--- config.mk ---
export PLATFORM = sky130hd
export DESIGN_NAME = ipc_doorbell_regs
export DESIGN_NICKNAME = d
export VERILOG_FILES = /design/src/rtl/ipc_dbl_pkg.sv /design/src/rtl/ipc_tx_chan.sv /design/src/rtl/ipc_rx_chan.sv /design/src/rtl/ipc_irq_ctl.sv /design/src/rtl/ipc_doorbell_regs.sv
export SDC_FILE = /design/constraint.sdc
export NUM_CORES = 1
export LEC_CHECK = 0
export BUFFER_PORTS_ARGS = -buffer_cell sky130_fd_sc_hd__buf_2
export CAP_MARGIN = 20
export CORE_ASPECT_RATIO = 1.75
export CORE_MARGIN = 8
export CORE_UTILIZATION = 50
export DETAILED_ROUTE_END_ITERATION = 16
export GPL_TIMING_DRIVEN = 0
export PLACE_DENSITY = 0.9
export SLEW_MARGIN = 20
export SYNTH_ARGS = -nofsm -noshare
export SYNTH_HDL_FRONTEND = slang
export SYNTH_HIERARCHICAL = 1
export SYNTH_SLANG_ARGS = --single-unit
export TNS_END_PERCENT = 100
--- constraint.sdc ---
create_clock -name clk -period 2 [get_ports clk]
set_clock_uncertainty 0.15 [all_clocks]
set_input_delay 0.1 -clock clk [delete_from_list [all_inputs] [get_ports clk]]
set_output_delay 0.1 -clock clk [all_outputs]
set_load 0.02 [all_outputs]
--- src/rtl/ipc_dbl_pkg.sv ---
package ipc_dbl_pkg;
   // Register offsets on the host bus
   localparam int unsigned OFS_OREQ = 0;
   localparam int unsigned OFS_OEXT = 1;
   localparam int unsigned OFS_OACK = 2;
   localparam int unsigned OFS_IREQ = 3;
   localparam int unsigned OFS_IEXT = 4;
   localparam int unsigned OFS_IACK = 5;
   localparam int unsigned OFS_CTRL = 6;
   // Control register bit positions
   localparam int unsigned CTL_BUSY_IE = 0;
   localparam int unsigned CTL_DONE_IE = 1;
   localparam int unsigned CTL_ERR     = 2;
   localparam int unsigned CTL_W       = 3;

   typedef struct packed {
      logic oreq;
      logic oext;
      logic oack;
      logic ireq;
      logic iack;
      logic ctrl;
   } wr_hit_t;
endpackage

--- src/rtl/ipc_tx_chan.sv ---
module ipc_tx_chan #(
   parameter int unsigned DATA_W   = 32,
   parameter int unsigned DONE_BIT = 30
) (
   input  logic              clk,
   input  logic              rst_n,
   input  logic              wr_req,
   input  logic              wr_ext,
   input  logic              wr_ack,
   input  logic [DATA_W-1:0] wdata,
   input  logic              dsp_accept,
   output logic              busy,
   output logic [DATA_W-2:0] msg,
   output logic [DATA_W-1:0] ext,
   output logic              done,
   output logic              doorbell,
   output logic              err_set
);
   localparam int unsigned MSB = DATA_W - 1;

   logic take;
   assign take    = dsp_accept & busy;
   assign err_set = wr_req & busy & wdata[MSB];

   always_ff @(posedge clk or negedge rst_n) begin
      if (!rst_n) begin
         busy     <= 1'b0;
         msg      <= '0;
         doorbell <= 1'b0;
      end else begin
         doorbell <= 1'b0;
         if (take) begin
            busy <= 1'b0;
         end else if (wr_req && !busy) begin
            msg      <= wdata[MSB-1:0];
            busy     <= wdata[MSB];
            doorbell <= wdata[MSB];
         end
      end
   end

   always_ff @(posedge clk or negedge rst_n) begin
      if (!rst_n)              ext <= '0;
      else if (wr_ext && !busy) ext <= wdata;
   end

   // Acceptance wins over a same-cycle host clear
   always_ff @(posedge clk or negedge rst_n) begin
      if (!rst_n)                          done <= 1'b0;
      else if (take)                       done <= 1'b1;
      else if (wr_ack && wdata[DONE_BIT])  done <= 1'b0;
   end
endmodule

--- src/rtl/ipc_rx_chan.sv ---
module ipc_rx_chan #(
   parameter int unsigned DATA_W = 32
) (
   input  logic              clk,
   input  logic              rst_n,
   input  logic              wr_req,
   input  logic              wr_ack,
   input  logic [DATA_W-1:0] wdata,
   input  logic              dsp_load,
   input  logic [DATA_W-2:0] dsp_msg,
   input  logic [DATA_W-1:0] dsp_ext,
   output logic              busy,
   output logic [DATA_W-2:0] msg,
   output logic [DATA_W-1:0] ext,
   output logic              pend,
   output logic              free,
   output logic              done_pulse
);
   localparam int unsigned MSB = DATA_W - 1;

   logic fin;
   assign free = ~busy & ~pend;
   assign fin  = wr_ack & ~wdata[MSB] & pend;

   always_ff @(posedge clk or negedge rst_n) begin
      if (!rst_n) begin
         busy       <= 1'b0;
         pend       <= 1'b0;
         msg        <= '0;
         ext        <= '0;
         done_pulse <= 1'b0;
      end else begin
         done_pulse <= fin;
         if (dsp_load && free) begin
            busy <= 1'b1;
            pend <= 1'b1;
            msg  <= dsp_msg;
            ext  <= dsp_ext;
         end else begin
            if (wr_req && wdata[MSB]) busy <= 1'b0;
            if (fin)                  pend <= 1'b0;
         end
      end
   end
endmodule

--- src/rtl/ipc_irq_ctl.sv ---
module ipc_irq_ctl
   import ipc_dbl_pkg::*;
#(
   parameter int unsigned DATA_W  = 32,
   parameter bit          IRQ_REG = 1'b0
) (
   input  logic              clk,
   input  logic              rst_n,
   input  logic              wr_ctrl,
   input  logic [DATA_W-1:0] wdata,
   input  logic              err_set,
   input  logic              in_busy,
   input  logic              out_done,
   output logic              busy_ie,
   output logic              done_ie,
   output logic              err,
   output logic              irq
);
   logic irq_d;

   always_ff @(posedge clk or negedge rst_n) begin
      if (!rst_n) begin
         busy_ie <= 1'b0;
         done_ie <= 1'b0;
      end else if (wr_ctrl) begin
         busy_ie <= wdata[CTL_BUSY_IE];
         done_ie <= wdata[CTL_DONE_IE];
      end
   end

   // A new violation wins over a same-cycle clear
   always_ff @(posedge clk or negedge rst_n) begin
      if (!rst_n)                          err <= 1'b0;
      else if (err_set)                    err <= 1'b1;
      else if (wr_ctrl && wdata[CTL_ERR])  err <= 1'b0;
   end

   assign irq_d = (in_busy & busy_ie) | (out_done & done_ie);

   generate
      if (IRQ_REG) begin : g_irq_flop
         always_ff @(posedge clk or negedge rst_n) begin
            if (!rst_n) irq <= 1'b0;
            else        irq <= irq_d;
         end
      end else begin : g_irq_comb
         assign irq = irq_d;
      end
   endgenerate
endmodule

--- src/rtl/ipc_doorbell_regs.sv ---
module ipc_doorbell_regs
   import ipc_dbl_pkg::*;
#(
   parameter int unsigned DATA_W   = 32,
   parameter int unsigned ADDR_W   = 3,
   parameter int unsigned DONE_BIT = 30,
   parameter bit          IRQ_REG  = 1'b0
) (
   input  logic              clk,
   input  logic              rst_n,
   input  logic              hst_we,
   input  logic [ADDR_W-1:0] hst_addr,
   input  logic [DATA_W-1:0] hst_wdata,
   output logic [DATA_W-1:0] hst_rdata,
   output logic              hst_irq,
   output logic              dsp_doorbell,
   output logic [DATA_W-2:0] dsp_out_msg,
   output logic [DATA_W-1:0] dsp_out_ext,
   input  logic              dsp_accept,
   input  logic              dsp_load,
   input  logic [DATA_W-2:0] dsp_in_msg,
   input  logic [DATA_W-1:0] dsp_in_ext,
   output logic              dsp_in_free,
   output logic              dsp_in_done
);
   localparam int unsigned MSB = DATA_W - 1;

   generate
      if (DATA_W < 8) begin : g_bad_width
         $error("DATA_W must be at least 8");
      end
      if (ADDR_W < 3) begin : g_bad_addr
         $error("ADDR_W must cover seven registers");
      end
      if (DONE_BIT >= DATA_W) begin : g_bad_done
         $error("DONE_BIT outside the data word");
      end
   endgenerate

   wr_hit_t hit;
   always_comb begin
      hit.oreq = hst_we && (hst_addr == ADDR_W'(OFS_OREQ));
      hit.oext = hst_we && (hst_addr == ADDR_W'(OFS_OEXT));
      hit.oack = hst_we && (hst_addr == ADDR_W'(OFS_OACK));
      hit.ireq = hst_we && (hst_addr == ADDR_W'(OFS_IREQ));
      hit.iack = hst_we && (hst_addr == ADDR_W'(OFS_IACK));
      hit.ctrl = hst_we && (hst_addr == ADDR_W'(OFS_CTRL));
   end

   logic              tx_busy, tx_done, tx_err_set;
   logic [DATA_W-2:0] tx_msg;
   logic [DATA_W-1:0] tx_ext;
   logic              rx_busy, rx_pend;
   logic [DATA_W-2:0] rx_msg;
   logic [DATA_W-1:0] rx_ext;
   logic              ie_busy, ie_done, err_flg;

   ipc_tx_chan #(.DATA_W(DATA_W), .DONE_BIT(DONE_BIT)) i_tx (
      .clk        (clk),
      .rst_n      (rst_n),
      .wr_req     (hit.oreq),
      .wr_ext     (hit.oext),
      .wr_ack     (hit.oack),
      .wdata      (hst_wdata),
      .dsp_accept (dsp_accept),
      .busy       (tx_busy),
      .msg        (tx_msg),
      .ext        (tx_ext),
      .done       (tx_done),
      .doorbell   (dsp_doorbell),
      .err_set    (tx_err_set)
   );

   ipc_rx_chan #(.DATA_W(DATA_W)) i_rx (
      .clk        (clk),
      .rst_n      (rst_n),
      .wr_req     (hit.ireq),
      .wr_ack     (hit.iack),
      .wdata      (hst_wdata),
      .dsp_load   (dsp_load),
      .dsp_msg    (dsp_in_msg),
      .dsp_ext    (dsp_in_ext),
      .busy       (rx_busy),
      .msg        (rx_msg),
      .ext        (rx_ext),
      .pend       (rx_pend),
      .free       (dsp_in_free),
      .done_pulse (dsp_in_done)
   );

   ipc_irq_ctl #(.DATA_W(DATA_W), .IRQ_REG(IRQ_REG)) i_ctl (
      .clk      (clk),
      .rst_n    (rst_n),
      .wr_ctrl  (hit.ctrl),
      .wdata    (hst_wdata),
      .err_set  (tx_err_set),
      .in_busy  (rx_busy),
      .out_done (tx_done),
      .busy_ie  (ie_busy),
      .done_ie  (ie_done),
      .err      (err_flg),
      .irq      (hst_irq)
   );

   assign dsp_out_msg = tx_msg;
   assign dsp_out_ext = tx_ext;

   logic [DATA_W-1:0] oack_w, iack_w, ctrl_w;
   always_comb begin
      oack_w           = '0;
      oack_w[DONE_BIT] = tx_done;
      iack_w           = '0;
      iack_w[MSB]      = rx_pend;
      ctrl_w              = '0;
      ctrl_w[CTL_BUSY_IE] = ie_busy;
      ctrl_w[CTL_DONE_IE] = ie_done;
      ctrl_w[CTL_ERR]     = err_flg;
   end

   always_comb begin
      hst_rdata = '0;
      case (hst_addr)
         ADDR_W'(OFS_OREQ): hst_rdata = {tx_busy, tx_msg};
         ADDR_W'(OFS_OEXT): hst_rdata = tx_ext;
         ADDR_W'(OFS_OACK): hst_rdata = oack_w;
         ADDR_W'(OFS_IREQ): hst_rdata = {rx_busy, rx_msg};
         ADDR_W'(OFS_IEXT): hst_rdata = rx_ext;
         ADDR_W'(OFS_IACK): hst_rdata = iack_w;
         ADDR_W'(OFS_CTRL): hst_rdata = ctrl_w;
         default:           hst_rdata = '0;
      endcase
   end
endmodule

# Word level (Yosys, flattened, before mapping)
# Cells that the tools add are included.
[op_classes]
eq_ne = 6
muxes = 13
bitwise = 13
n_reduce_logical = 20
[ops]
columns = ["cell", "count"]
rows = [
  ["32-bit one-hot mux with 7 select lines", 1],
  ["1-bit logical AND", 12],
  ["1-bit two-way mux", 12],
  ["2-bit nonzero test", 5],
  ["3-bit == test (second input constant)", 3],
  ["1-bit AND", 8],
  ["3-bit by 2-bit == test with 1-bit output (second input constant)", 2],
  ["1-bit NOT", 4],
  ["3-bit by 1-bit == test with 1-bit output (second input constant)", 1],
  ["3-bit zero test", 1],
  ["2-bit AND reduction", 1],
  ["1-bit zero test", 1],
  ["1-bit bitwise OR", 1],
]
[totals]
register_bits = 135
inputBits = 103
output_inout_bits = 99
word_cells = 65

# Depth between registers and ports, before layout
[depth]
ltp_word = 6
ltp_mapped = 8
mapped_depth_nobuf = 4

# Modules after synthesis
# Netlist, hierarchy kept.
[by_module_without_submodules]
columns = ["module", "n_inst", "cells_each", "area_per_inst_um2", "seq_area_each_um2"]
rows = [
  ["ipc_tx_chan", 1, 144, 2511.2, 1651.6],
  ["ipc_rx_chan", 1, 144, 2478.6, 1651.6],
  ["ipc_doorbell_regs", 1, 133, 924.6, 0.0],
  ["ipc_irq_ctl", 1, 8, 117.6, 75.1],
]

# Least setup slack after synthesis
# No wires, ideal clock.
[synth_timing]
path_type = "input to register"
startpoint = "in hst_addr[2]"
endpoint = "reg i_tx.msg[0]"
setup_ns = 0.125
t_arrival_ns = 1.666
t_required_ns = 1.725
setup_slack_ns = 0.059
path_stages = 7
n_path_buf = 3
cell_sequence = "buf_4 > nor3_4 > buf_4 > and2_1 > nor2b_1 > buf_4 > mux2_2"
[synth_rtl]
columns = ["element", "line", "rtl"]
rows = [
  ["from (decl)", "ipc_doorbell_regs.sv:12", "input logic [ADDR_W-1:0] hst_addr,"],
  ["to (signal assigned)", "ipc_tx_chan.sv:35", "msg <= wdata[MSB-1:0];"],
  ["to (decl)", "ipc_tx_chan.sv:13", "output logic [DATA_W-2:0] msg,"],
]

==> qor.yml <==
slowest_delay_ps: 550
clk_pin_slew_worst_paths_ps: 60
cts_made_buffers: 17
r2r-start: "i_rx/busy"
relSlewSlack_pct: 53.47
power_leakage_uw: 0.004297
wl_per_cell_um: 23.22
grt_pass1_vias: 5929
synth-seq-cells: 135
syn_to_final_growth_pct: 46.05
crit_buf_inv: 3
postRouteWirelength_mm: 20.87
end_kind: "flip-flop"
rrSetupSlack_ps: 210
ys_warn_count: 6
htreeDepth: 4
globalplace.congestion: 0.8367
yosysUniqueCellTypes: 34
syn-num-nets: 532
critPathRequiredTime_ps: 2140
die-area_um2: 15970
synth_area_leaders: "dfrtp_1 (56%), mux2_2 (14%), mux2_1 (9.3%)"
hold_path.class: "in -> async"
critPathKind: "in -> reg"
power_density_nw_per_um2: 1171
fin_setup_tns_ps: 0
synth_edf_count: 0
rows: 53
hold_violations: 0
maxCapViolCount: 0
synth_top_flop_cell: "dfrtp_1"
setup_viol: 0
grt_usage_pct: 26.73
grt_antenna_before_repair: 2
cp.arrival_ps: 2000
clockBufferDepth: 2
io_pins: 202
postSynth.asyncResetShare_pct: 100.0
syn_area_um2: 6032
grt_overflow: 0
yosysTopAreaCell: "dfrtp_1"
fmax_ghz: 0.5391
status: "finished clean"
vdd_drop_max_mv: 0.8986
remaining_drc_errors: 0
layout.nets: 851
fp.dieH_um: 161.3
grt_pass1_wl_mm: 32.31
ant_nets: 0
ys_seq_area_share_pct: 56.00
slowest_stage: "dlygate4sd3_1"
dr.first_iter.drc_count: 249
vias: 5127
drive_gt1_share_pct: 45.53
dieWidth_um: 99.03
synth_top_area_share_pct: 56.00
postSynthAreaPerCell_um2: 14.06
path_cells: "dlygate4sd3_1 -> buf_2 -> and2_1 -> nor2b_1 -> buf_4 -> mux2_2"
first_pass_iters: 4
dpl_worst_slack_ps: -494.1
initial_core_util_pct: 50.82
finalCritPeriodShare_pct: 92.75
slew_violations: 0
yosys-top-cells-count: "dfrtp_1 (135), mux2_2 (74), a22oi_1 (61), mux2_1 (50), nand2_1 (31)"
hpwlAfterDp_mm: 13.74
grt_start_max_net_pins: 76
rsz0062_at_grt: "no"
core_um2: 11870
start_kind: "input pin"
rr_worst_depth: 4
cp_top_family: "buffers and inverters"
r2r_end: "i_rx/msg[0]"
worstSkewPairLatency_ps: 410
cts-root-buf: "clkbuf_16"
cts.sinks: 135
synth_most_common_cell: "dfrtp_1"
cts_tree: "done"
cp_max_fo: 10
postSynthCellCount: 429
avgViaCountPerCell: 5.703
io_buffers: 199
finalWorstSetupSlack_ps: 145.0
max_slew.worst_pin.slew_ps: 697.9
fin_crit_ps: 1855
finalPower_uw: 10320
[worst max path at each step]
stage / slack, ps / end / startpoint / depth (start not counted)
floorplan: 60 / i_tx/msg[0] / hst_addr[2] / 7
global placement: -900 / i_tx/ext[3] / rst_n / 1
detailed placement: -490 / i_tx/msg[27] / hst_addr[1] / 7
CTS: 200 / hst_rdata[1] / i_ctl/done_ie / 4
global route: 40 / i_tx/msg[25] / hst_we / 6
finish: 140 / i_tx/msg[22] / hst_we / 6
[registers in the layout, summed over array words and instances, names as in the netlist]
signal,count
i_rx/ext,32
i_tx/ext,32
i_rx/msg,31
i_tx/msg,31
i_ctl/busy_ie,1
i_ctl/done_ie,1
i_ctl/err,1
i_rx/busy,1
i_rx/done_pulse,1
i_rx/pend,1
i_tx/busy,1
i_tx/done,1
i_tx/doorbell,1
[power breakdown]
group          internal (uW)  leakage (uW)  switching, uW  total [uW]
clock network           1860      0.000279           1170        3030
registers               3710       0.00163            663        4370
logic                   1390       0.00239           1530        2920
total                   6960       0.00430           3360       10300
[cells in the final DEF (no fill, tap or decap), types with 2 or more instances in the layout]
cell type	instances
clkbuf_16	17
a22oi_1	61
clkbuf_1	2
bufinv_16	2
nor4bb_1	2
and2_1	4
mux2_4	8
mux2i_1	2
nor2b_1	2
clkinv_2	4
buf_6	13
nand2_1	31
diode_2	2
mux2_2	74
a21o_1	3
buf_2	201
o21ai_0	4
mux2_1	50
a22o_1	2
nor3b_2	2
clkinvlp_4	2
dlygate4sd3_1	99
dfrtp_1	135
clkinv_4	4
and3_1	2
nand2b_1	2
nor2_1	4
buf_4	13
[metal layers]
metal / routed length (um) / global-route usage, % / part of all wire (%)
met5: 0 / 0 / 0
met4: 1313 / 20.24 / 6.3
met1: 6974 / 25.48 / 33
met2: 11560 / 48.30 / 55
met3: 1029 / 6.034 / 4.9
[cell families (layout without fill, tap and decap cells)]
| family | Yosys count | after routing | synth area share [%] |
|---|---|---|---|
| other | 0 | 2 | 0 |
| AOI/OAI and AO/OA | 75 | 75 | 9.127 |
| buffers and inverters | 30 | 361 | 4.356 |
| muxes | 134 | 134 | 25.47 |
| DFF | 135 | 135 | 56.00 |
| and+or+nand+nor | 55 | 55 | 5.040 |
[through the flow]
stage          cells  area [um2]  hold slack [ps]  utilization (%)
2_1_floorplan    429        6032           -345.6                -
3_3_place_gp     765        7199            155.7            60.65
3_5_place_dp     766        7233            20.40            60.94
4_1_cts          897        8805            130.3            74.18
5_1_grt          899        8810            172.7            74.22
6_report         899        8810            124.1            74.22
[area by class of cell]
| type | count | area [um2] |
|---|---|---|
| Timing Repair Buffer | 300 | 2028 |
| Clock inverter | 12 | 130.1 |
| Sequential cell | 135 | 3378 |
| Multi-Input combinational cell | 264 | 2391 |
| Inverter | 1 | 3.754 |
| Tap cell | 137 | 171.4 |
| Clock buffer | 19 | 442.9 |
| Fill cell | 689 | 3060 |
| Antenna cell | 2 | 5.005 |
| Buffer | 29 | 259.0 |
[timing repair]
action,4_1_cts,5_1_grt
hold buffers,99,0
gates resized for setup,0,0
setup buffers,1,0
hold endpoints to repair,209,0
setup endpoints to repair,30,0
No activity file was read; power rests on OpenSTA's default activity.
